File: src/rtl/sbpf_pkg.sv
package sbpf_pkg;
  // Life cycle of one prefetch slot
  typedef enum logic [1:0] {
    SL_IDLE     = 2'd0,  // no line assigned
    SL_QUEUED   = 2'd1,  // line address known, request not yet sent
    SL_INFLIGHT = 2'd2,  // request sent, waiting for data
    SL_FILLED   = 2'd3   // data present
  } slot_st_e;
endpackage

File: src/rtl/sbpf_way.sv
module sbpf_way
  import sbpf_pkg::*;
#(
  parameter int LA_W   = 32,
  parameter int DATA_W = 64,
  parameter int DEPTH  = 4,
  parameter int GEN_W  = 2,
  parameter int SLOT_W = 2
) (
  input  logic              clk,
  input  logic              rst_n,
  input  logic [LA_W-1:0]   lk_addr,
  input  logic              alloc_en,
  input  logic              pop_en,
  input  logic              iss_en,
  input  logic              fill_en,
  input  logic [SLOT_W-1:0] fill_slot,
  input  logic [GEN_W-1:0]  fill_gen,
  input  logic [DATA_W-1:0] fill_data,
  output logic              vld,
  output logic              head_match,
  output logic              head_ready,
  output logic [DATA_W-1:0] head_data,
  output logic              pend,
  output logic [SLOT_W-1:0] pend_slot,
  output logic [LA_W-1:0]   pend_addr,
  output logic [GEN_W-1:0]  gen
);
  slot_st_e          st_q [DEPTH];
  slot_st_e          st_d [DEPTH];
  logic [LA_W-1:0]   ad_q [DEPTH];
  logic [LA_W-1:0]   ad_d [DEPTH];
  logic [DATA_W-1:0] dt_q [DEPTH];
  logic [DEPTH-1:0]  dt_we;
  logic [SLOT_W-1:0] hd_q, hd_d, hd_next, hd_prev;
  logic [GEN_W-1:0]  gen_q, gen_d;
  logic              vld_q, vld_d;
  logic              fill_ok;

  assign hd_next = (hd_q == SLOT_W'(DEPTH-1)) ? '0 : hd_q + 1'b1;
  assign hd_prev = (hd_q == '0) ? SLOT_W'(DEPTH-1) : hd_q - 1'b1;

  assign vld        = vld_q;
  assign gen        = gen_q;
  assign head_match = vld_q && (st_q[hd_q] != SL_IDLE) && (ad_q[hd_q] == lk_addr);
  assign head_ready = (st_q[hd_q] == SL_FILLED);
  assign head_data  = dt_q[hd_q];
  assign pend_addr  = ad_q[pend_slot];

  // A response is accepted only for the current generation and an in-flight slot
  assign fill_ok = fill_en && (fill_gen == gen_q) && (st_q[fill_slot] == SL_INFLIGHT);

  // Oldest queued slot, searched in FIFO order from the head
  always_comb begin
    int idx;
    pend      = 1'b0;
    pend_slot = '0;
    for (int k = 0; k < DEPTH; k++) begin
      idx = int'(hd_q) + k;
      if (idx >= DEPTH) idx = idx - DEPTH;
      if (!pend && st_q[idx] == SL_QUEUED) begin
        pend      = 1'b1;
        pend_slot = SLOT_W'(idx);
      end
    end
  end

  always_comb begin
    for (int k = 0; k < DEPTH; k++) dt_we[k] = fill_ok && (fill_slot == SLOT_W'(k));
  end

  // Next state: fill, issue, advance, then reallocation overrides all
  always_comb begin
    st_d  = st_q;
    ad_d  = ad_q;
    hd_d  = hd_q;
    gen_d = gen_q;
    vld_d = vld_q;
    if (fill_ok) st_d[fill_slot] = SL_FILLED;
    if (iss_en)  st_d[pend_slot] = SL_INFLIGHT;
    if (pop_en) begin
      st_d[hd_q] = SL_QUEUED;
      ad_d[hd_q] = ad_q[hd_prev] + 1'b1;
      hd_d       = hd_next;
    end
    if (alloc_en) begin
      vld_d = 1'b1;
      gen_d = gen_q + 1'b1;
      hd_d  = '0;
      for (int k = 0; k < DEPTH; k++) begin
        st_d[k] = SL_QUEUED;
        ad_d[k] = lk_addr + LA_W'(k + 1);
      end
    end
  end

  always_ff @(posedge clk or negedge rst_n) begin
    if (!rst_n) begin
      for (int k = 0; k < DEPTH; k++) st_q[k] <= SL_IDLE;
      hd_q  <= '0;
      gen_q <= '0;
      vld_q <= 1'b0;
    end else begin
      st_q  <= st_d;
      hd_q  <= hd_d;
      gen_q <= gen_d;
      vld_q <= vld_d;
    end
  end

  // Address and data storage carry no reset; slot state qualifies them
  always_ff @(posedge clk) begin
    ad_q <= ad_d;
    for (int k = 0; k < DEPTH; k++) begin
      if (dt_we[k]) dt_q[k] <= fill_data;
    end
  end
endmodule

File: src/rtl/sbpf_lru.sv
module sbpf_lru #(
  parameter int NB    = 4,
  parameter int BUF_W = 2
) (
  input  logic             clk,
  input  logic             rst_n,
  input  logic             touch_en,
  input  logic [BUF_W-1:0] touch_id,
  output logic [BUF_W-1:0] victim_id,
  output logic [NB-1:0]    victim_oh
);
  // Rank 0 = most recent, rank NB-1 = next victim
  logic [BUF_W-1:0] rk_q [NB];
  logic [BUF_W-1:0] rk_d [NB];
  logic [BUF_W-1:0] rk_t;

  assign rk_t = rk_q[touch_id];

  always_comb begin
    rk_d = rk_q;
    if (touch_en) begin
      for (int i = 0; i < NB; i++) begin
        if (BUF_W'(i) == touch_id) rk_d[i] = '0;
        else if (rk_q[i] < rk_t)   rk_d[i] = rk_q[i] + 1'b1;
      end
    end
  end

  always_comb begin
    victim_id = '0;
    for (int i = 0; i < NB; i++) begin
      victim_oh[i] = (rk_q[i] == BUF_W'(NB-1));
      if (victim_oh[i]) victim_id = BUF_W'(i);
    end
  end

  always_ff @(posedge clk or negedge rst_n) begin
    if (!rst_n) begin
      for (int i = 0; i < NB; i++) rk_q[i] <= BUF_W'(NB-1-i);
    end else begin
      rk_q <= rk_d;
    end
  end
endmodule

File: src/rtl/sbpf_req_arb.sv
module sbpf_req_arb #(
  parameter int NB     = 4,
  parameter int BUF_W  = 2,
  parameter int SLOT_W = 2,
  parameter int GEN_W  = 2,
  parameter int LA_W   = 32,
  localparam int TAG_W = GEN_W + BUF_W + SLOT_W
) (
  input  logic                       clk,
  input  logic                       rst_n,
  input  logic [NB-1:0]              pend,
  input  logic [NB-1:0][SLOT_W-1:0]  pend_slot,
  input  logic [NB-1:0][LA_W-1:0]    pend_addr,
  input  logic [NB-1:0][GEN_W-1:0]   pend_gen,
  output logic [NB-1:0]              grant,
  output logic                       req_valid,
  input  logic                       req_ready,
  output logic [LA_W-1:0]            req_addr,
  output logic [TAG_W-1:0]           req_tag
);
  logic [BUF_W-1:0] rr_q, rr_d, pick;
  logic             any_p, load;
  logic             rv_q, rv_d;
  logic [LA_W-1:0]  ra_q, ra_d;
  logic [TAG_W-1:0] rt_q, rt_d;

  // Rotating priority starting at rr_q
  always_comb begin
    int idx;
    any_p = 1'b0;
    pick  = '0;
    for (int k = 0; k < NB; k++) begin
      idx = int'(rr_q) + k;
      if (idx >= NB) idx = idx - NB;
      if (!any_p && pend[idx]) begin
        any_p = 1'b1;
        pick  = BUF_W'(idx);
      end
    end
  end

  assign load = any_p && (!rv_q || req_ready);

  always_comb begin
    for (int i = 0; i < NB; i++) grant[i] = load && (pick == BUF_W'(i));
  end

  always_comb begin
    rv_d = rv_q;
    ra_d = ra_q;
    rt_d = rt_q;
    rr_d = rr_q;
    if (load) begin
      rv_d = 1'b1;
      ra_d = pend_addr[pick];
      rt_d = {pend_gen[pick], pick, pend_slot[pick]};
      rr_d = (pick == BUF_W'(NB-1)) ? '0 : pick + 1'b1;
    end else if (req_ready) begin
      rv_d = 1'b0;
    end
  end

  always_ff @(posedge clk or negedge rst_n) begin
    if (!rst_n) begin
      rv_q <= 1'b0;
      rr_q <= '0;
      ra_q <= '0;
      rt_q <= '0;
    end else begin
      rv_q <= rv_d;
      rr_q <= rr_d;
      ra_q <= ra_d;
      rt_q <= rt_d;
    end
  end

  assign req_valid = rv_q;
  assign req_addr  = ra_q;
  assign req_tag   = rt_q;
endmodule

File: src/rtl/seqstream_prefetcher.sv
module seqstream_prefetcher #(
  parameter int NUM_BUF = 4,
  parameter int DEPTH   = 4,
  parameter int LA_W    = 32,
  parameter int DATA_W  = 64,
  parameter int GEN_W   = 2,
  localparam int BUF_W  = (NUM_BUF > 1) ? $clog2(NUM_BUF) : 1,
  localparam int SLOT_W = (DEPTH > 1) ? $clog2(DEPTH) : 1,
  localparam int TAG_W  = GEN_W + BUF_W + SLOT_W
) (
  input  logic              clk,
  input  logic              rst_n,
  input  logic              miss_valid,
  input  logic [LA_W-1:0]   miss_addr,
  output logic              miss_done,
  output logic              miss_hit,
  output logic [DATA_W-1:0] miss_data,
  output logic              req_valid,
  input  logic              req_ready,
  output logic [LA_W-1:0]   req_addr,
  output logic [TAG_W-1:0]  req_tag,
  input  logic              rsp_valid,
  input  logic [TAG_W-1:0]  rsp_tag,
  input  logic [DATA_W-1:0] rsp_data
);
  logic [NUM_BUF-1:0]              way_vld, w_match, w_ready, w_pend;
  logic [NUM_BUF-1:0]              pop_en, alloc_en, fill_en, grant;
  logic [NUM_BUF-1:0][DATA_W-1:0]  w_data;
  logic [NUM_BUF-1:0][SLOT_W-1:0]  w_pslot;
  logic [NUM_BUF-1:0][LA_W-1:0]    w_paddr;
  logic [NUM_BUF-1:0][GEN_W-1:0]   w_gen;
  logic [NUM_BUF-1:0]              victim_oh;
  logic [BUF_W-1:0]                victim_id, m_id, touch_id;
  logic                            any_m, stall, touch_en;
  logic [SLOT_W-1:0]               r_slot;
  logic [BUF_W-1:0]                r_buf;
  logic [GEN_W-1:0]                r_gen;

  assign r_slot = rsp_tag[SLOT_W-1:0];
  assign r_buf  = rsp_tag[SLOT_W +: BUF_W];
  assign r_gen  = rsp_tag[TAG_W-1 -: GEN_W];

  // Lowest-index buffer whose oldest entry matches
  always_comb begin
    any_m = 1'b0;
    m_id  = '0;
    for (int b = NUM_BUF-1; b >= 0; b--) begin
      if (w_match[b]) begin
        any_m = 1'b1;
        m_id  = BUF_W'(b);
      end
    end
  end

  assign stall     = miss_valid && any_m && !w_ready[m_id];
  assign miss_hit  = miss_valid && any_m && w_ready[m_id];
  assign miss_done = miss_valid && (!any_m || w_ready[m_id]);
  assign miss_data = w_data[m_id];
  assign touch_en  = miss_done;
  assign touch_id  = any_m ? m_id : victim_id;

  genvar g;
  generate
    for (g = 0; g < NUM_BUF; g++) begin : g_way
      assign pop_en[g]   = miss_hit && (m_id == BUF_W'(g));
      assign alloc_en[g] = miss_done && !any_m && (victim_id == BUF_W'(g));
      assign fill_en[g]  = rsp_valid && (r_buf == BUF_W'(g));

      sbpf_way #(
        .LA_W(LA_W), .DATA_W(DATA_W), .DEPTH(DEPTH), .GEN_W(GEN_W), .SLOT_W(SLOT_W)
      ) u_way (
        .clk        (clk),
        .rst_n      (rst_n),
        .lk_addr    (miss_addr),
        .alloc_en   (alloc_en[g]),
        .pop_en     (pop_en[g]),
        .iss_en     (grant[g]),
        .fill_en    (fill_en[g]),
        .fill_slot  (r_slot),
        .fill_gen   (r_gen),
        .fill_data  (rsp_data),
        .vld        (way_vld[g]),
        .head_match (w_match[g]),
        .head_ready (w_ready[g]),
        .head_data  (w_data[g]),
        .pend       (w_pend[g]),
        .pend_slot  (w_pslot[g]),
        .pend_addr  (w_paddr[g]),
        .gen        (w_gen[g])
      );
    end
  endgenerate

  sbpf_lru #(.NB(NUM_BUF), .BUF_W(BUF_W)) u_lru (
    .clk       (clk),
    .rst_n     (rst_n),
    .touch_en  (touch_en),
    .touch_id  (touch_id),
    .victim_id (victim_id),
    .victim_oh (victim_oh)
  );

  sbpf_req_arb #(
    .NB(NUM_BUF), .BUF_W(BUF_W), .SLOT_W(SLOT_W), .GEN_W(GEN_W), .LA_W(LA_W)
  ) u_arb (
    .clk       (clk),
    .rst_n     (rst_n),
    .pend      (w_pend),
    .pend_slot (w_pslot),
    .pend_addr (w_paddr),
    .pend_gen  (w_gen),
    .grant     (grant),
    .req_valid (req_valid),
    .req_ready (req_ready),
    .req_addr  (req_addr),
    .req_tag   (req_tag)
  );
endmodule

File: config.mk
export PLATFORM = sky130hd
export DESIGN_NAME = seqstream_prefetcher
export DESIGN_NICKNAME = d
export VERILOG_FILES = /design/src/rtl/sbpf_pkg.sv /design/src/rtl/sbpf_way.sv /design/src/rtl/sbpf_lru.sv /design/src/rtl/sbpf_req_arb.sv /design/src/rtl/seqstream_prefetcher.sv
export SDC_FILE = /design/constraint.sdc
export NUM_CORES = 2
export LEC_CHECK = 0
export BUFFER_PORTS_ARGS = -buffer_cell sky130_fd_sc_hd__clkbuf_2
export CAP_MARGIN = 20
export CELL_PAD_IN_SITES_DETAIL_PLACEMENT = 1
export CELL_PAD_IN_SITES_GLOBAL_PLACEMENT = 1
export CORE_AREA = 2 2 471 660
export CTS_CLUSTER_DIAMETER = 80
export DETAILED_ROUTE_END_ITERATION = 6
export DIE_AREA = 0 0 473 662
export HOLD_SLACK_MARGIN = 0.06
export PLACE_DENSITY = 0.47
export SETUP_SLACK_MARGIN = 0.15
export SLEW_MARGIN = 0
export SYNTH_ARGS = -nofsm -noshare
export SYNTH_HDL_FRONTEND = slang
export SYNTH_SLANG_ARGS = --single-unit
File: constraint.sdc
create_clock -name clk -period 16.05 [get_ports clk]
set_clock_uncertainty 0.2 [all_clocks]
set_input_delay 1.605 -clock clk [delete_from_list [all_inputs] [get_ports clk]]
set_output_delay 1.605 -clock clk [all_outputs]
set_load 0.1 [all_outputs]
==> results.yml <==
logic_synthesis:
  synth-seq-cells: 1637
  ys_top_cells_by_count: "sky130_fd_sc_hd__edfxtp_1, sky130_fd_sc_hd__nand2_1, sky130_fd_sc_hd__mux4_2"
  synth-warning-count: 0
  synthesis.nets: 6019
  yosysTopAreaCell: "sky130_fd_sc_hd__edfxtp_1"
  number_of_flops_mapped_to_enable_cells_by_yosys: 1536
  yosysUniqueCellTypes: 81
  synthMostInstantiatedCell: "sky130_fd_sc_hd__edfxtp_1"
  synth_top_area_share_pct: 55.8
  synthFlopType: "sky130_fd_sc_hd__edfxtp_1"
  ys_top_cells_by_area: "sky130_fd_sc_hd__edfxtp_1, sky130_fd_sc_hd__mux4_2, sky130_fd_sc_hd__o21ai_0"
  syn_area_per_cell_um2: 14.0
  number_of_instances_in_the_synthesized_netlist: 5880
  syn_area_um2: 82600
  ys_async_sr_fraction_pct: 6.17
  synth_seq_area_share_pct: 58.9
floorplanning:
  core.rowCount: 241
  start_util_pct: 26.9
  floorplan.die.width_um: 473
  chipHeight_um: 662
  boundaryPins: 212
  placeableCoreArea_um2: 307000
  floorplan.die_area_um2: 313000
route:
  detail_route.vias_per_cell: 5.54
  vias: 56715
  drtAntennaViolNets: 0
  detail_route.iter0.violations: 4972
  totalWireLength_mm: 361
  drt_drc_violations_left: 0
  detailedRoute.firstPassIterationCount: 5
  average_routed_wire_per_standard_cell_um: 35.2
final_layout:
  flow.area_growth_from_synthesis_pct: 15.0
  drive_above_1_share_pct: 22.7
  design.final.nets: 6200
  post_layout_nonfiller_instances: 10246
  fillCellCount: 32546
cts:
  cts_resized: 0
  clk_pin_slew_worst_paths_ps: 60
  holdBufCountCts: 0
  post-cts-setup-buffers: 0
  clk_path_buf_depth: 4
  htree_num_levels: 4
  tritoncts_clock_tree: "done"
  clock_sinks: 1637
  tritoncts.num_buffers: 191
  clock_insertion_delay_worst_skew_ps: 900
  root_buffer: "sky130_fd_sc_hd__clkbuf_16"
placement:
  place_congestion: 0.891
  detailedPlace.worstSlack_ps: 7350
  port_buffers: 211
  dp.final_hpwl_mm: 239
  place_inst: 9876
grt:
  gr-usage-all-layers_pct: 22.7
  grt_pass1_vias: 59391
  globalRouteOverflowTotal: 0
  initial_antenna_violation_count: 40
  first_pass_grt_wire_length_mm: 497
  maximum_number_of_pins_on_one_net_before_global_route_repair: 110
worst_setup_path:
  setup.reg_to_reg.worst_slack_ps: 8480
  worst-setup-path-type: "reg2out"
  required_ps: 14240
  worstSetupStartpointType: "register"
  worstPathMaxFanout: 46
  critPathCaptureType: "output pin"
  endpoint_arrival_time_on_the_critical_path_ps: 7630
sta:
  max_clock_freq_ghz: 0.106
  final_hold_viol_count: 0
  final_min_period_over_clock_period_pct: 58.8
  timing.final.setup_violations: 0
  finalSetupTns_ps: 0
  final-max-slew-violation-count: 0
  worst_setup_margin_ps: 6620
  period_minus_slack_ps: 9430
  timing_worst_slew_pin_value_ps: 1270
  setup_repair_after_global_routing_missed_its_margin: "false"
  worst_hold_slack_ps: 267
  worst_slew_margin_rel_pct: 15.1
status:
  outcome: "finished, final reports clean"
run:
  max-cap-violations: 0
power_and_ir_drop:
  total_leakage_power_nw: 30.2
  power.density_cell_area_nw_per_um2: 163
  irDropWorstVdd_v: 0.000224
  report.power.total_mw: 15.5
hold_path:
  worstHoldPathType: "reg2reg"
per-stage QoR:
stage / area, µm² / util [%]
floorplan: 82600 / -
detailed placement: 89000 / 29.0
global route: 95000 / 30.9
CTS: 94900 / 30.9
finish: 95000 / 30.9
global placement: 88800 / 28.9
power by group:
| group | switching [mW] | internal, mW |
|---|---|---|
| registers | 0.400 | 5.33 |
| logic | 3.83 | 1.64 |
| clock network | 1.87 | 2.45 |
logic make-up (layout without fill, tap and decap cells):
group	Yosys count	count (layout)	synth area share, %
flops	1637	1637	58.9
simple gates	1540	1540	8.82
compound gates	975	975	7.45
mux	747	747	17.5
buf+inv	572	900	2.88
xor+xnor	377	377	4.00
fa+ha+maj	32	32	0.485
other cells	0	29	0
final timing paths:
path                                             start  depth (start not counted)                      to
worst max-delay path            g_way[1].u_way.hd_q[0]                         13           miss_data[46]
worst min-delay path                g_way[2].u_way.vld                          1      g_way[2].u_way.vld
worst max register to register  g_way[2].u_way.hd_q[0]                         13  g_way[2].u_way.ad_q[0]
worst min register to register      g_way[2].u_way.vld                          1      g_way[2].u_way.vld
max in group asynchronous                        rst_n                          2  g_way[0].u_way.hd_q[0]
min in group asynchronous                        rst_n                          1       u_arb.req_addr[1]
layout by cell type, fill, tap and decap left out, types with 53 or more instances in the layout:
master / n
sky130_fd_sc_hd__xnor2_1: 235
sky130_fd_sc_hd__xor2_1: 126
sky130_fd_sc_hd__clkbuf_2: 210
sky130_fd_sc_hd__nand3_1: 329
sky130_fd_sc_hd__nor2_1: 210
sky130_fd_sc_hd__mux4_2: 548
sky130_fd_sc_hd__a21oi_1: 53
sky130_fd_sc_hd__o21ai_0: 487
sky130_fd_sc_hd__and3_1: 60
sky130_fd_sc_hd__nor2b_1: 90
sky130_fd_sc_hd__o22ai_1: 90
sky130_fd_sc_hd__o2bb2ai_1: 56
sky130_fd_sc_hd__edfxtp_1: 1536
sky130_fd_sc_hd__buf_4: 209
sky130_fd_sc_hd__clkbuf_16: 193
sky130_fd_sc_hd__mux2i_1: 128
sky130_fd_sc_hd__nand4_1: 61
sky130_fd_sc_hd__a221oi_1: 65
sky130_fd_sc_hd__dfrtp_1: 89
sky130_fd_sc_hd__mux2_2: 71
sky130_fd_sc_hd__inv_1: 120
sky130_fd_sc_hd__nand2_1: 577
registers in the layout, summed over array words and instances (netlist names), 6 cells and up:
signal and count:
g_way.u_way.ad_q 512, g_way.u_way.dt_q 1024, g_way.u_way.gen 8, g_way.u_way.hd_q 8
g_way.u_way.st_q 32, u_arb.req_addr 32, u_arb.req_tag 6, u_lru.rk_q 8
routing by layer:
layer	vias up	share of wire [%]	global-route usage, %
met5	-	0.050	0
li1	23372	-	-
met4	30	7.2	14.3
met2	2146	49	38.6
met3	674	5.4	3.51
met1	30493	38	26.7
worst max-delay path, stage by stage, from the launching register on:
cell and delay, ps:
sky130_fd_sc_hd__dfrtp_4 880, sky130_fd_sc_hd__buf_4 680, sky130_fd_sc_hd__mux4_2 600, sky130_fd_sc_hd__xnor2_1 240, sky130_fd_sc_hd__nand4_1 250, sky130_fd_sc_hd__nor3_1 580, sky130_fd_sc_hd__nand4_1 640, sky130_fd_sc_hd__nand3_1 390
sky130_fd_sc_hd__and2_4 400, sky130_fd_sc_hd__buf_4 690, sky130_fd_sc_hd__nor2b_1 130, sky130_fd_sc_hd__a221oi_1 240, sky130_fd_sc_hd__o21ai_0 350, sky130_fd_sc_hd__clkbuf_2 500
area by class of cell:
cell class              instances  area [µm²]  area share (%)
flip-flops and latches       1637       48700            51.2
multi-input cells            3671       32000            33.6
clock buffers                 252        5130            5.40
well taps                    4009        5020            5.28
repair buffers                431        2830            2.98
clock inverters                88         815           0.857
inverters                     129         485           0.511
diodes                         29        72.6          0.0764
No activity file was read; power rests on OpenSTA's default activity.
